==> config.mk <==
export PLATFORM = sky130hd
export DESIGN_NAME = wake_supervisor
export DESIGN_NICKNAME = d
export VERILOG_FILES = /design/src/rtl/wks_pkg.sv /design/src/rtl/wk_phase_fsm.sv /design/src/rtl/wk_ack_collect.sv /design/src/rtl/wk_irq_status.sv /design/src/rtl/wake_supervisor.sv
export SDC_FILE = /design/constraint.sdc
export NUM_CORES = 1
export LEC_CHECK = 0
export BUFFER_PORTS_ARGS = -buffer_cell sky130_fd_sc_hd__buf_2
export CAP_MARGIN = 15
export CORE_UTILIZATION = 49
export CTS_BUF_LIST = sky130_fd_sc_hd__clkbuf_4 sky130_fd_sc_hd__clkbuf_8
export DETAILED_ROUTE_END_ITERATION = 10
export PLACE_DENSITY = 0.79
export SLEW_MARGIN = 20
export SYNTH_ARGS = -nofsm -noshare
export SYNTH_HDL_FRONTEND = slang
export SYNTH_SLANG_ARGS = --single-unit
export TNS_END_PERCENT = 1
==> constraint.sdc <==
create_clock -name clk -period 2.85 [get_ports clk]
set_input_delay 0.4275 -clock clk [delete_from_list [all_inputs] [get_ports clk]]
set_output_delay 0.4275 -clock clk [all_outputs]
set_load 0.01 [all_outputs]
==> src/rtl/wks_pkg.sv <==
package wks_pkg;
  typedef enum logic [1:0] {
    PH_RUN    = 2'd0,
    PH_LPWAIT = 2'd1,
    PH_WAKE   = 2'd2
  } phase_e;

  localparam int unsigned TO_LP  = 0;
  localparam int unsigned TO_ACK = 1;
  localparam int unsigned TO_RUN = 2;
  localparam int unsigned NTOUT  = 3;
endpackage

==> src/rtl/wk_phase_fsm.sv <==
module wk_phase_fsm
  import wks_pkg::*;
#(
  parameter int unsigned TW = 16
) (
  input  logic             clk,
  input  logic             rst_n,
  input  logic             lp_entry,
  input  logic             wake_evt,
  input  logic             done_cond,
  input  logic             all_acked,
  input  logic             chip_run,
  input  logic [TW-1:0]    lp_limit,
  input  logic [TW-1:0]    ack_limit,
  input  logic [TW-1:0]    run_limit,
  input  logic             lp_wdt_en,
  input  logic             lp_force_en,
  input  logic             wk_wdt_en,
  output phase_e           phase,
  output logic [NTOUT-1:0] tout_evt,
  output logic             force_go,
  output logic             done_go
);
  localparam logic [TW-1:0] CNT_MAX = '1;

  function automatic logic [TW-1:0] sat_inc(input logic [TW-1:0] v);
    return (v == CNT_MAX) ? v : v + 1'b1;
  endfunction

  phase_e           nxt;
  logic [TW-1:0]    cnt;
  logic [NTOUT-1:0] fired;
  logic             in_lp, in_wk, lp_hit, ack_hit, run_hit;

  assign in_lp   = (phase == PH_LPWAIT);
  assign in_wk   = (phase == PH_WAKE);
  assign done_go = in_wk && done_cond;
  assign lp_hit  = in_lp && !wake_evt && (cnt == lp_limit) && !fired[TO_LP];
  assign ack_hit = in_wk && !done_go && !all_acked && (cnt == ack_limit) && !fired[TO_ACK];
  assign run_hit = in_wk && !done_go && !chip_run && (cnt == run_limit) && !fired[TO_RUN];
  assign force_go = lp_hit && lp_force_en;

  always_comb begin
    tout_evt         = '0;
    tout_evt[TO_LP]  = lp_hit && lp_wdt_en;
    tout_evt[TO_ACK] = ack_hit && wk_wdt_en;
    tout_evt[TO_RUN] = run_hit && wk_wdt_en;
  end

  always_comb begin
    nxt = phase;
    case (phase)
      PH_RUN:    if (lp_entry) nxt = PH_LPWAIT;
      PH_LPWAIT: if (wake_evt || force_go) nxt = PH_WAKE;
      PH_WAKE:   if (done_go) nxt = PH_RUN;
      default:   nxt = PH_RUN;
    endcase
  end

  always_ff @(posedge clk or negedge rst_n) begin
    if (!rst_n) begin
      phase <= PH_RUN;
      cnt   <= '0;
      fired <= '0;
    end else begin
      phase <= nxt;
      if (nxt != phase || phase == PH_RUN) begin
        cnt   <= '0;
        fired <= '0;
      end else begin
        cnt   <= sat_inc(cnt);
        fired <= fired | {run_hit, ack_hit, lp_hit};
      end
    end
  end
endmodule

==> src/rtl/wk_ack_collect.sv <==
module wk_ack_collect #(
  parameter int unsigned NC = 5
) (
  input  logic          clk,
  input  logic          rst_n,
  input  logic [NC-1:0] ack_set,
  input  logic          ack_clr_all,
  input  logic [NC-1:0] core_active,
  output logic [NC-1:0] ack_vec,
  output logic          all_acked
);
  function automatic logic covered(input logic [NC-1:0] acks, input logic [NC-1:0] act);
    return &(acks | ~act);
  endfunction

  for (genvar i = 0; i < NC; i++) begin : g_ack
    always_ff @(posedge clk or negedge rst_n) begin
      if (!rst_n)          ack_vec[i] <= 1'b0;
      else if (ack_set[i]) ack_vec[i] <= 1'b1;
      else if (ack_clr_all) ack_vec[i] <= 1'b0;
    end
  end

  assign all_acked = covered(ack_vec, core_active);
endmodule

==> src/rtl/wk_irq_status.sv <==
module wk_irq_status #(
  parameter int unsigned NC = 5,
  parameter int unsigned NT = 3
) (
  input  logic          clk,
  input  logic          rst_n,
  input  logic [NT-1:0] tout_evt,
  input  logic          done_go,
  input  logic [NC-1:0] err_irq_en,
  input  logic [NC-1:0] wk_irq_en,
  input  logic [NC-1:0] irq_clr,
  input  logic [NT-1:0] tout_clr,
  output logic [NT-1:0] tout_flags,
  output logic [NC-1:0] err_irq,
  output logic [NC-1:0] wk_irq
);
  function automatic logic sticky_next(input logic cur, input logic set, input logic clr);
    return set | (cur & ~clr);
  endfunction

  logic err_evt;
  assign err_evt = |tout_evt;

  for (genvar k = 0; k < NT; k++) begin : g_tout
    always_ff @(posedge clk or negedge rst_n) begin
      if (!rst_n) tout_flags[k] <= 1'b0;
      else        tout_flags[k] <= sticky_next(tout_flags[k], tout_evt[k], tout_clr[k]);
    end
  end

  for (genvar i = 0; i < NC; i++) begin : g_core
    always_ff @(posedge clk or negedge rst_n) begin
      if (!rst_n) begin
        err_irq[i] <= 1'b0;
        wk_irq[i]  <= 1'b0;
      end else begin
        err_irq[i] <= sticky_next(err_irq[i], err_evt && err_irq_en[i], irq_clr[i]);
        wk_irq[i]  <= sticky_next(wk_irq[i], done_go && wk_irq_en[i], irq_clr[i]);
      end
    end
  end
endmodule

==> src/rtl/wake_supervisor.sv <==
module wake_supervisor
  import wks_pkg::*;
#(
  parameter int unsigned NC = 5,
  parameter int unsigned TW = 16
) (
  input  logic             clk,
  input  logic             rst_n,
  input  logic             lp_entry,
  input  logic             wake_evt,
  input  logic             chip_run,
  input  logic             done_sel,
  input  logic [NC-1:0]    core_active,
  input  logic [NC-1:0]    ack_set,
  input  logic             ack_clr_all,
  input  logic [TW-1:0]    lp_limit,
  input  logic             lp_wdt_en,
  input  logic             lp_force_en,
  input  logic [TW-1:0]    ack_limit,
  input  logic [TW-1:0]    run_limit,
  input  logic             wk_wdt_en,
  input  logic [NC-1:0]    err_irq_en,
  input  logic [NC-1:0]    wk_irq_en,
  input  logic [NC-1:0]    irq_clr,
  input  logic [NTOUT-1:0] tout_clr,
  output logic [1:0]       phase,
  output logic [NC-1:0]    ack_vec,
  output logic             all_acked,
  output logic             force_wake,
  output logic             wake_done,
  output logic [NTOUT-1:0] tout_flags,
  output logic [NC-1:0]    err_irq,
  output logic [NC-1:0]    wk_irq
);
  phase_e           ph;
  logic [NTOUT-1:0] tout_evt;
  logic             force_go, done_go, done_cond;

  assign done_cond = done_sel ? all_acked : chip_run;
  assign phase     = ph;

  wk_ack_collect #(.NC(NC)) u_ack (
    .clk(clk), .rst_n(rst_n), .ack_set(ack_set), .ack_clr_all(ack_clr_all),
    .core_active(core_active), .ack_vec(ack_vec), .all_acked(all_acked)
  );

  wk_phase_fsm #(.TW(TW)) u_fsm (
    .clk(clk), .rst_n(rst_n), .lp_entry(lp_entry), .wake_evt(wake_evt),
    .done_cond(done_cond), .all_acked(all_acked), .chip_run(chip_run),
    .lp_limit(lp_limit), .ack_limit(ack_limit), .run_limit(run_limit),
    .lp_wdt_en(lp_wdt_en), .lp_force_en(lp_force_en), .wk_wdt_en(wk_wdt_en),
    .phase(ph), .tout_evt(tout_evt), .force_go(force_go), .done_go(done_go)
  );

  wk_irq_status #(.NC(NC), .NT(NTOUT)) u_irq (
    .clk(clk), .rst_n(rst_n), .tout_evt(tout_evt), .done_go(done_go),
    .err_irq_en(err_irq_en), .wk_irq_en(wk_irq_en), .irq_clr(irq_clr),
    .tout_clr(tout_clr), .tout_flags(tout_flags), .err_irq(err_irq), .wk_irq(wk_irq)
  );

  always_ff @(posedge clk or negedge rst_n) begin
    if (!rst_n) begin
      force_wake <= 1'b0;
      wake_done  <= 1'b0;
    end else begin
      force_wake <= force_go;
      wake_done  <= done_go;
    end
  end
endmodule

=== Yosys cells after proc, flatten, opt, wreduce, memory -nomap -nowiden ===
Index checks and enable logic that the tools add are counted.

* Bits in registers: 41
* Input bits: 86

* Multiplexer cells: 14
* $add $sub $neg: 1
* Equal/unequal tests: 8
* Reductions and logical operators: 42
* Bitwise logic cells: 37

{| class="wikitable"
|+ Operators by type and width
! cell !! number
|-
| 16-bit equality test || 3
|-
| 16-bit 2-to-1 mux || 2
|-
| 1-bit logical AND || 25
|-
| 16-bit by 1-bit adder with 16-bit output (second input constant) || 1
|-
| 16-bit equality test (second input constant) || 1
|-
| 1-bit bitwise AND || 13
|-
| 1-bit bitwise OR || 13
|-
| 2-bit nonzero test || 5
|-
| 1-bit NOT || 8
|-
| 1-bit zero test || 7
|-
| 1-bit 2-to-1 mux || 7
|-
| 2-bit 2-to-1 mux || 3
|-
| 2-bit case mux with 3 select lines || 1
|-
| 5-bit NOT || 1
|-
| 5-bit bitwise OR || 1
|-
| 5-bit AND reduction || 1
|-
| 3-bit 2-to-1 mux || 1
|-
| 3-bit bitwise OR || 1
|-
| 3-bit OR reduction || 1
|-
| 2-bit by 1-bit equality test with 1-bit output (second input constant) || 1
|-
| 2-bit equality test (second input constant) || 1
|-
| 2-bit zero test || 1
|-
| 1-bit logical OR || 2
|-
| 2-bit by 1-bit != test with 1-bit output (second input constant) || 1
|-
| 2-bit != test || 1
|}

=== Depth between registers and ports, before layout ===
Gate-level depths: netlist of run 1.

* Word-level depth: 14
* Gate-level depth with buffers: 9
* Mapped depth without buffers: 7

=== Modules after synthesis ===
Synthesis of run 1 repeated with hierarchy kept, for this count alone.

* Cell total of the unflattened synthesis: 252
* Area total of the unflattened synthesis: 2513.7 sq um

{| class="wikitable"
|+ By module, submodules not included
! module !! times used !! seq. area each (sq um) !! area each (sq um) !! cells an instance
|-
| wk_phase_fsm || 1 || 525.5 || 1760.4 || 195
|-
| wk_irq_status || 1 || 325.3 || 478.0 || 35
|-
| wk_ack_collect || 1 || 125.1 || 210.2 || 19
|-
| wake_supervisor || 1 || 50.0 || 65.1 || 3
|}

=== Worst setup path before layout of run 1 ===
Ideal clock, no wire load.

* Path type: register to register
* Start point: register u_fsm.cnt[8]
* End point: register u_fsm.fired[0]
* Path slack: 0.797 ns
* Buffers on the path: 2
* Cell stages (with the launch flop): 9
* Clock period less this slack: 2.053 ns
* Data required time: 2.731 ns
* Arrival: 1.933 ns
* Cells stage by stage: dfrtp_1 > buf_6 > xor2_1 > a2111oi_2 > o2111ai_2 > nor4_4 > o31a_1 > buf_6 > o21ba_2

* Cells in the longest elaborated chain, start to end: 10
* Elaborated cells between the ends (all ways): 11
* Those cells by class: 2 x eq/ne; 3 x mux; 1 x bitwise; 5 x reduce/logical

{| class="wikitable"
|+ RTL lines
! item !! RTL line !! RTL
|-
| start: declaration || wk_phase_fsm.sv:31 || <nowiki>logic [TW-1:0] cnt;</nowiki>
|-
| start signal: assignment || wk_phase_fsm.sv:71 || <nowiki>cnt <= sat_inc(cnt);</nowiki>
|-
| 16-bit equality test || wk_phase_fsm.sv:38 || <nowiki>assign lp_hit = in_lp && !wake_evt && (cnt == lp_limit) && !fired[TO_LP];</nowiki>
|-
| 1-bit logical AND (2 in series) || wk_phase_fsm.sv:38 ||
|-
| 1-bit logical AND || wk_phase_fsm.sv:41 || <nowiki>assign force_go = lp_hit && lp_force_en;</nowiki>
|-
| net force_go || wake_supervisor.sv:37 || <nowiki>logic force_go, done_go, done_cond;</nowiki>
|-
| 1-bit logical OR || wk_phase_fsm.sv:54 || <nowiki>PH_LPWAIT: if (wake_evt || force_go) nxt = PH_WAKE;</nowiki>
|-
| 2-bit 2-to-1 mux || wk_phase_fsm.sv:54 ||
|-
| 2-bit case mux with 3 select lines || wk_phase_fsm.sv:52 || <nowiki>case (phase)</nowiki>
|-
| 2-bit != test || wk_phase_fsm.sv:67 || <nowiki>if (nxt != phase || phase == PH_RUN) begin</nowiki>
|-
| 1-bit logical OR || wk_phase_fsm.sv:67 ||
|-
| 3-bit 2-to-1 mux || wk_phase_fsm.sv:67 ||
|-
| end signal: assignment || wk_phase_fsm.sv:72 || <nowiki>fired <= fired | {run_hit, ack_hit, lp_hit};</nowiki>
|-
| end: declaration || wk_phase_fsm.sv:32 || <nowiki>logic [NTOUT-1:0] fired;</nowiki>
|}

The timed path passes the listed nets, and every way through them passes these cells.
A chain may end at the register's enable or synchronous reset.

=== Final worst setup path of run 1 ===
* Start point: register u_fsm.phase[1]
* End point: register u_fsm.fired[0]

* Cells in the longest elaborated chain, start to end: 11
* Elaborated cells between the ends (all ways): 17
* Those cells by class: 3 x eq/ne; 5 x mux; 1 x bitwise; 8 x reduce/logical

{| class="wikitable"
|+ RTL lines
! item !! RTL line !! RTL
|-
| start: declaration || wk_phase_fsm.sv:19 || <nowiki>output phase_e phase,</nowiki>
|-
| start signal: assignment || wk_phase_fsm.sv:66 || <nowiki>phase <= nxt;</nowiki>
|-
| 2-bit by 1-bit equality test with 1-bit output || wk_phase_fsm.sv:35 || <nowiki>assign in_lp = (phase == PH_LPWAIT);</nowiki>
|-
| 1-bit logical AND (3 in series) || wk_phase_fsm.sv:38 ||
|-
| 1-bit logical AND || wk_phase_fsm.sv:41 ||
|-
| net force_go || wake_supervisor.sv:37 ||
|-
| 1-bit logical OR || wk_phase_fsm.sv:54 ||
|-
| 2-bit 2-to-1 mux || wk_phase_fsm.sv:54 ||
|-
| 2-bit case mux with 3 select lines || wk_phase_fsm.sv:52 ||
|-
| 2-bit != test || wk_phase_fsm.sv:67 ||
|-
| 1-bit logical OR || wk_phase_fsm.sv:67 ||
|-
| 3-bit 2-to-1 mux || wk_phase_fsm.sv:67 ||
|}

The timed path passes the listed nets, and every way through them passes these cells.

==> impl_results.rst, run 1 <==
.. list-table::
   :header-rows: 1

   * - Metric
     - Value
   * - Setup Skew
     - 7.892 ps
   * - Final-layout setup total negative slack
     - 0 ps
   * - HPWL after DPL
     - 4826 µm
   * - Startpoint of the worst-slack reg-to-reg timing path
     - u_fsm.phase[1]$_DFF_PN0_
   * - RSZ-0062 raised after global routing
     - no
   * - Critical setup path kind
     - flop to flop
   * - Number of instances resized during post-cts repair
     - 0
   * - CTS tree
     - built
   * - Reg2reg setup slack
     - 300 ps
   * - Clock insertion delay at the later pin of the skew report
     - 290 ps
   * - Min-delay worst type
     - primary input to async pin
   * - Number of DRC violations after detailed-routing iteration 0
     - 121
   * - Std cell rows
     - 25
   * - Kind of cell with the highest combined delay on the critical path
     - compound AO/OA/AOI/OAI gates
   * - Layout area overhead
     - 23.37%
   * - Clock period minus worst slack
     - 2549 ps
   * - Ys flop type
     - sky130_fd_sc_hd__dfrtp_1
   * - Clock H-tree levels
     - 2
   * - Crit Reg-Reg Endpoint
     - u_fsm.fired[0]$_DFF_PN0_
   * - Final max-slew violation count
     - 0
   * - Fraction of synthesized cell area taken by the top area cell type
     - 41.21%
   * - Least-Margin Pin Slew
     - 885.8 ps
   * - P_leak
     - 1.659 nW
   * - Average detailed-routed wire length per instance
     - 14.27 µm
   * - Pre-antenna DRT Iters
     - 5
   * - Initial antenna violation count
     - 0
   * - Via count of the first global-routing pass
     - 2009
   * - Total power divided by cell area
     - 453.9 nW/µm²
   * - Power consumption
     - 1.394 mW
   * - Critical path buffers and inverters
     - 1
   * - Root cell of the clock tree
     - sky130_fd_sc_hd__clkbuf_8
   * - CP startpoint
     - u_fsm.phase[1]$_DFF_PN0_
   * - Worst IR drop on VDD
     - 0.0002729 V
   * - GRT Total Usage
     - 23.14%
   * - Area of the die
     - 5371 µm²
   * - Achievable Freq
     - 392.3 MHz
   * - Count of cells along the worst register-to-register path
     - 7
   * - Quantity of hold-fixing buffers added after cts
     - 0
   * - IO Port Bufs
     - 108
   * - Placer Congestion
     - 0.8902
   * - Filler cell count
     - 413
   * - Most area-consuming cells after synthesis
     - sky130_fd_sc_hd__dfrtp_1 41%, sky130_fd_sc_hd__xor2_1 18%, sky130_fd_sc_hd__nor2_1 4.2%
   * - Initial Utilization
     - 51.69%
   * - Sort of element at the end of the critical path
     - flop
   * - Vertical die dimension
     - 73.29 µm
   * - Slowest cell on the critical path
     - sky130_fd_sc_hd__a2111oi_0
   * - Maximum fanout along the worst path
     - 19
   * - Final setup violation count
     - 0
   * - Area of the core
     - 4817 µm²
   * - Pre-CTS setup slack
     - 328.7 ps
   * - Mapped Avg Cell Area
     - 9.726 µm²
   * - Worst Path Arrival
     - 2730 ps
   * - Post-DRT Antenna Nets
     - 0
   * - Seq/Total Area, Yosys
     - 41.21%
   * - Synthesized Nets
     - 343
   * - WHS
     - 251.9 ps
   * - Data required time of the critical path
     - 3030 ps
   * - Fraction of layout cells with a size suffix above 1
     - 34.66%
   * - Normalized max-slew margin
     - 40.95%
   * - Grt ovf
     - 0
   * - Width of the chip
     - 73.29 µm
   * - Buffers from clock root to sink, at most
     - 2
   * - Final non-filler cell area
     - 3072 µm²
   * - Longest individual stage delay on the worst path
     - 590 ps
   * - CP startpoint kind
     - flop
   * - Number of maximum-capacitance violations
     - 0
   * - Pin count of the biggest net entering global routing
     - 42
   * - Antenna cell count
     - 0
   * - Outcome
     - finished, final reports clean
   * - Wire length reported by the detailed router
     - 5979 µm
   * - Cell area after synthesis
     - 2490 µm²
   * - Total DRC errors in the routed layout
     - 0
   * - Async set-reset flop share out of synthesis
     - 100.0%
   * - DR vias
     - 2135
   * - Number of enable flip-flop cells after synthesis
     - 0
   * - Number of synthesis warnings
     - 0
   * - Count of state elements after synthesis
     - 41
   * - Cell type with the largest total area after synthesis
     - sky130_fd_sc_hd__dfrtp_1
   * - Clock slew seen by the registers of the worst setup and hold paths
     - 80 ps
   * - Final Hold Fails
     - 0
   * - Critical-path cell list
     - or2b_1 -> a2111oi_0 -> nand3_1 -> nor4_4 -> o31a_1 -> buf_4 -> o21ba_2
   * - Top Ports
     - 109
   * - Buffers inserted by post-CTS timing repair
     - 0
   * - Distinct cell type count of the synthesized netlist
     - 44
   * - Sinks on the clock net
     - 41
   * - Global-route wire length before repair
     - 9170 µm
   * - Logic depth of the worst setup path including buffers
     - 7
   * - Instance count of the mapped netlist
     - 256
   * - Share of the cycle needed by the critical path after routing
     - 89.44%
   * - Vias per Instance
     - 5.095
   * - Worst Setup Slack, final
     - 301.0 ps
   * - Number of CTS-inserted buffers
     - 5
   * - Total Nets Final
     - 439
   * - Worst Setup EP
     - u_fsm.fired[0]$_DFF_PN0_
   * - Placed Instance Area
     - 2982 µm²
==> cell usage in the layout (no fill, tap or decap), drive strengths merged, types with 2 or more instances in the layout <==
cell type,netlist,layout
buf,10,109
xor2,50,50
dfrtp,41,41
nor2,28,28
inv,20,20
nand3,12,12
nor4,11,11
a22o,10,10
xnor2,8,8
a21o,7,7
nand4,6,6
clkbuf,10,6
nand2,5,5
nor3,4,4
and3,4,4
nand2b,3,3
o221ai,2,2
nor2b,2,2
o21ai,2,2
a2111oi,2,2
a211oi,2,2
==> Yosys cell counts, types with 2 or more instances <==
master,instances
sky130_fd_sc_hd__and3_1,3
sky130_fd_sc_hd__clkbuf_1,10
sky130_fd_sc_hd__dfrtp_1,41
sky130_fd_sc_hd__nand2b_1,3
sky130_fd_sc_hd__nand4_1,6
sky130_fd_sc_hd__nand2_1,5
sky130_fd_sc_hd__a22o_1,10
sky130_fd_sc_hd__nand3_1,12
sky130_fd_sc_hd__nor2b_1,2
sky130_fd_sc_hd__o21ai_0,2
sky130_fd_sc_hd__o221ai_1,2
sky130_fd_sc_hd__nor2_1,28
sky130_fd_sc_hd__buf_2,3
sky130_fd_sc_hd__buf_6,6
sky130_fd_sc_hd__nor4_1,10
sky130_fd_sc_hd__inv_1,20
sky130_fd_sc_hd__xnor2_1,8
sky130_fd_sc_hd__a21o_1,7
sky130_fd_sc_hd__nor3_1,4
sky130_fd_sc_hd__xor2_1,50
==> flip-flops by register name (all words and copies together), names as in the netlist <==
signal and count:
u_irq.wk_irq 5, u_fsm.cnt 16, wake_done 1, u_irq.tout_flags 3, u_fsm.phase 2, u_irq.err_irq 5
u_ack.ack_vec 5, u_fsm.fired 3, force_wake 1
==> area by class of cell <==
class,count,area (µm²),area share (%)
Inverter,20,75.07,2.444
Clock buffer,6,82.58,2.688
Multi-Input combinational cell,175,1249,40.65
Clock inverter,1,7.507,0.2444
Timing Repair Buffer,109,548.0,17.84
Tap cell,67,83.83,2.729
Sequential cell,41,1026,33.40
==> worst min path at each step <==
stage,cells past startpoint,from,to,slack [ps]
floorplan,0,rst_n,force_wake$_DFF_PN0_,130
global placement,1,u_irq.tout_flags[1]$_DFF_PN0_,u_irq.tout_flags[1]$_DFF_PN0_,460
detailed placement,1,u_irq.tout_flags[0]$_DFF_PN0_,u_irq.tout_flags[0]$_DFF_PN0_,470
CTS,1,rst_n,u_fsm.cnt[15]$_DFFE_PN0P_,280
global route,2,ack_set[2],u_ack.ack_vec[2]$_DFFE_PN0P_,290
finish,1,rst_n,u_fsm.cnt[15]$_DFFE_PN0P_,250
==> metrics by stage <==
| stage | instances | util (%) |
|---|---|---|
| 6_report | 419 | 63.77 |
| 5_1_grt | 419 | 63.77 |
| 4_1_cts | 419 | 63.77 |
| 3_5_place_dp | 412 | 61.90 |
| 3_3_place_gp | 412 | 61.90 |
| 2_1_floorplan | 256 | - |
==> power by group <==
group          internal (mW)  total, mW  switching (mW)
logic                  0.159      0.338           0.179
clock network          0.191      0.383           0.192
registers              0.623      0.673          0.0495
total                  0.973       1.39           0.421
==> routing by layer <==
metal | track usage (%) | vias up | wire (µm)
met4 | 10.46 | 0 | 135
li1 | - | 1051 | -
met1 | 30.47 | 1003 | 2597
met2 | 37.04 | 69 | 2997
met3 | 4.390 | 12 | 249
met5 | 0 | - | 0
==> logic make-up (layout without fill, tap and decap cells) <==
| kind of cell | Yosys count | count (layout) | synth area share, % |
|---|---|---|---|
| simple gates | 80 | 80 | 16.89 |
| xor+xnor | 58 | 58 | 20.40 |
| flops | 41 | 41 | 41.21 |
| buf+inv | 40 | 136 | 8.643 |
| compound gates | 35 | 35 | 11.96 |
| fa+ha+maj | 1 | 1 | 0.5024 |
| mux | 1 | 1 | 0.4020 |
Power figures use the tool's default switching activity.
==> inputs of run 2 (changes only) <==
--- a/config.mk
+++ b/config.mk
@@ -7,10 +7,12 @@
 export LEC_CHECK = 0
 export BUFFER_PORTS_ARGS = -buffer_cell sky130_fd_sc_hd__buf_2
 export CAP_MARGIN = 15
+export CORE_MARGIN = 8
 export CORE_UTILIZATION = 49
 export CTS_BUF_LIST = sky130_fd_sc_hd__clkbuf_4 sky130_fd_sc_hd__clkbuf_8
 export DETAILED_ROUTE_END_ITERATION = 10
 export PLACE_DENSITY = 0.79
+export RECOVER_POWER = 100
 export SLEW_MARGIN = 20
 export SYNTH_ARGS = -nofsm -noshare
 export SYNTH_HDL_FRONTEND = slang
==> run 2 against run 1 <==
Effect of this change: the flow now finishes with violations (capacitance limit, slew limit); clock skew down 2.3 ps; die area up 42%; clock-buffer cell count up 1; fmax up 0.95%; final area down 0.69%; flip-flop and latch count unchanged; power up 1.5%; critical endpoint is now u_fsm.cnt[11]$_DFFE_PN0P_; largest cell class unchanged.
==> impl_results.rst, run 2 (synthesis gave the netlist of run 1 again) <==
.. list-table::
   :header-rows: 1

   * - Metric
     - Value
   * - Outcome
     - finished with violations
   * - Violations in the final reports
     - capacitance limit, slew limit
   * - Initial Utilization
     - 49.70% (-2.0 points)
   * - Total DRC errors in the routed layout
     - 0 (unchanged)
   * - Root cell of the clock tree
     - sky130_fd_sc_hd__clkbuf_8
   * - Std cell rows
     - 26 (+4.0%)
   * - Buffers from clock root to sink, at most
     - 2 (unchanged)
   * - Clock insertion delay at the later pin of the skew report
     - 290 ps (about the same)
   * - Least-Margin Pin Slew
     - 2176 ps (+1290 ps)
   * - Register share of total power
     - 47.7% (-0.5 points)
   * - Internal
     - 0.9865 mW (+1.4%)
   * - Buffers inserted by post-CTS timing repair
     - 0 (unchanged)
   * - DR vias
     - 2182 (+2.2%)
   * - HPWL after DPL
     - 5643 µm (+17%)
   * - IO Port Bufs
     - 108 (unchanged)
   * - Achievable Freq
     - 396.0 MHz (+0.95%)
   * - Via count of the first global-routing pass
     - 2296 (+14%)
   * - Number of DRC violations after detailed-routing iteration 0
     - 87 (-28%)
   * - Width of the chip
     - 87.29 µm (+19%)
   * - Initial antenna violation count
     - 1 (+1)
   * - Switching pwr
     - 0.4288 mW (+1.9%)
   * - Register with the most flip-flops
     - u_fsm.cnt
   * - Clock slew seen by the registers of the worst setup and hold paths
     - 80 ps (about the same)
   * - Total Nets Final
     - 439 (unchanged)
   * - Normalized max-slew margin
     - -45.07% (-86 points)
   * - Final-layout setup total negative slack
     - 0 ps (unchanged)
   * - Final setup violation count
     - 0 (unchanged)
   * - Pre-antenna DRT Iters
     - 4 (-1)
   * - Total power divided by cell area
     - 464.0 nW/µm² (+2.2%)
   * - P_leak
     - 1.581 nW (-4.7%)
   * - Final max-slew violation count
     - 42 (+42)
   * - Layout area overhead
     - 22.51%
   * - Clock group share of total power
     - 29.3% (+1.8 points)
   * - Most common cell after layout, fill and taps aside
     - sky130_fd_sc_hd__buf_2
   * - Sinks on the clock net
     - 41 (unchanged)
   * - Placed insts
     - 415 (+0.73%)
   * - Switching part of the total power
     - 30.30% (+0.10 points)
   * - Worst Setup Slack, final
     - 324.9 ps (+23.96 ps)
   * - Wire length reported by the detailed router
     - 6838 µm (+14%)
   * - Worst Path Arrival
     - 2690 ps (-40 ps)
   * - Clock H-tree levels
     - 2 (unchanged)
   * - Top Ports
     - 109 (unchanged)
   * - Number of CTS-inserted buffers
     - 5 (unchanged)
   * - Number of instances resized during post-cts repair
     - 0 (unchanged)
   * - Number of maximum-capacitance violations
     - 1 (+1)
   * - GRT Total Usage
     - 18.46% (-4.7 points)
   * - Grt ovf
     - 0 (unchanged)
   * - Vias per Instance
     - 5.146 (+1.0%)
   * - Setup Skew
     - 5.580 ps (-2.312 ps)
   * - Post-DRT Antenna Nets
     - 0 (unchanged)
   * - Final Hold Fails
     - 0 (unchanged)
   * - Min-delay worst type
     - primary input to flop
   * - Pin count of the biggest net entering global routing
     - 42 (unchanged)
   * - Critical setup path kind
     - flop to flop
   * - Area of the core
     - 5010 µm² (+4.0%)
   * - Combinational group share of total power
     - 23.1% (-1.2 points)
   * - Area of the die
     - 7619 µm² (+42%)
   * - RSZ-0062 raised after global routing
     - no
   * - Commonest cells after routing, fill and taps aside
     - 84 x sky130_fd_sc_hd__buf_2, 50 x sky130_fd_sc_hd__xor2_1, 41 x sky130_fd_sc_hd__dfrtp_1
   * - Pre-CTS setup slack
     - 388.4 ps (+59.70 ps)
   * - Sort of element at the end of the critical path
     - flop
   * - Fraction of layout cells with a size suffix above 1
     - 27.76% (-6.9 points)
   * - CTS tree
     - built
   * - Quantity of hold-fixing buffers added after cts
     - 0 (unchanged)
   * - Clock period minus worst slack
     - 2525 ps (-23.96 ps)
   * - Average detailed-routed wire length per instance
     - 16.13 µm (+13%)
   * - Placer Congestion
     - 0.8409 (-5.5%)
   * - Data required time of the critical path
     - 3020 ps (about the same)
   * - Largest register FFs
     - 16 (unchanged)
   * - Share of the cycle needed by the critical path after routing
     - 88.60% (-0.84 points)
   * - Global-route wire length before repair
     - 10910 µm (+19%)
   * - CP startpoint kind
     - flop
   * - Maximum fanout along the worst path
     - 17 (-2)
   * - Final non-filler cell total
     - 424 (+1.2%)
   * - Vertical die dimension
     - 87.29 µm (+19%)
   * - Utilization after layout
     - 60.89% (-2.9 points)
   * - Worst IR drop on VDD
     - 0.0002276 V (-17%)
## run 2: layout make-up
cell class | instances | area [µm²]
Multi-Input combinational cell | 175 | 1242
Fill cell | 479 | 1959
Sequential cell | 41 | 1026
Clock buffer | 7 | 96.34
Antenna cell | 1 | 2.502
Clock inverter | 1 | 5.005
Timing Repair Buffer | 109 | 515.5
Inverter | 20 | 75.07
Tap cell | 70 | 87.58
## run 2: routing by layer
| layer | part of all wire [%] | vias to the layer above | routed length, µm | track usage (%) |
|---|---|---|---|---|
| met3 | 7.8 | 14 | 536 | 4.811 |
| li1 | - | 1052 | - | - |
| met4 | 2.5 | 0 | 170 | 8.125 |
| met5 | 0 | - | 0 | 0 |
| met2 | 49 | 89 | 3369 | 30.72 |
| met1 | 40 | 1027 | 2761 | 21.70 |
## run 2: final timing paths
path | to | from | depth (start not counted) | slack (ps)
worst max-delay path | u_fsm.cnt[11]$_DFFE_PN0P_ | u_fsm.cnt[13]$_DFFE_PN0P_ | 7 | 320
worst min-delay path | u_ack.ack_vec[4]$_DFFE_PN0P_ | ack_set[4] | 2 | 310
worst max register to register | u_fsm.cnt[11]$_DFFE_PN0P_ | u_fsm.cnt[13]$_DFFE_PN0P_ | 7 | 320
worst min register to register | u_irq.tout_flags[0]$_DFF_PN0_ | u_irq.tout_flags[0]$_DFF_PN0_ | 1 | 470
max in group asynchronous | u_ack.ack_vec[1]$_DFFE_PN0P_ | rst_n | 1 | 840
min in group asynchronous | u_fsm.cnt[14]$_DFFE_PN0P_ | rst_n | 1 | 760
## run 2: critical path: stages (launching register included)
cell                        delay [ps]
sky130_fd_sc_hd__dfrtp_1           490
sky130_fd_sc_hd__xor2_1            200
sky130_fd_sc_hd__nor4_1            410
sky130_fd_sc_hd__o2111ai_1         300
sky130_fd_sc_hd__nor4_4            340
sky130_fd_sc_hd__o31a_1            220
sky130_fd_sc_hd__clkbuf_2          340
sky130_fd_sc_hd__nor2_1            100
## run 2: power by group through the flow
stage	registers (mW)	logic (mW)	clock network (mW)
floorplan	0.679	0.235	0
global placement	0.684	0.335	0
detailed placement	0.686	0.342	0
CTS	0.674	0.345	0.425
global route	0.684	0.364	0.443
finish	0.675	0.326	0.414
## run 2: per-stage QoR
step	hold WS, ps	power (mW)	instance area (µm²)
final	309.4	1.415	3050
after global routing	312.9	1.492	3050
after CTS	285.4	1.444	3087
after detailed placement	460.4	1.028	2985
after global placement	456.6	1.019	2985
after floorplan	131.9	0.9138	2490
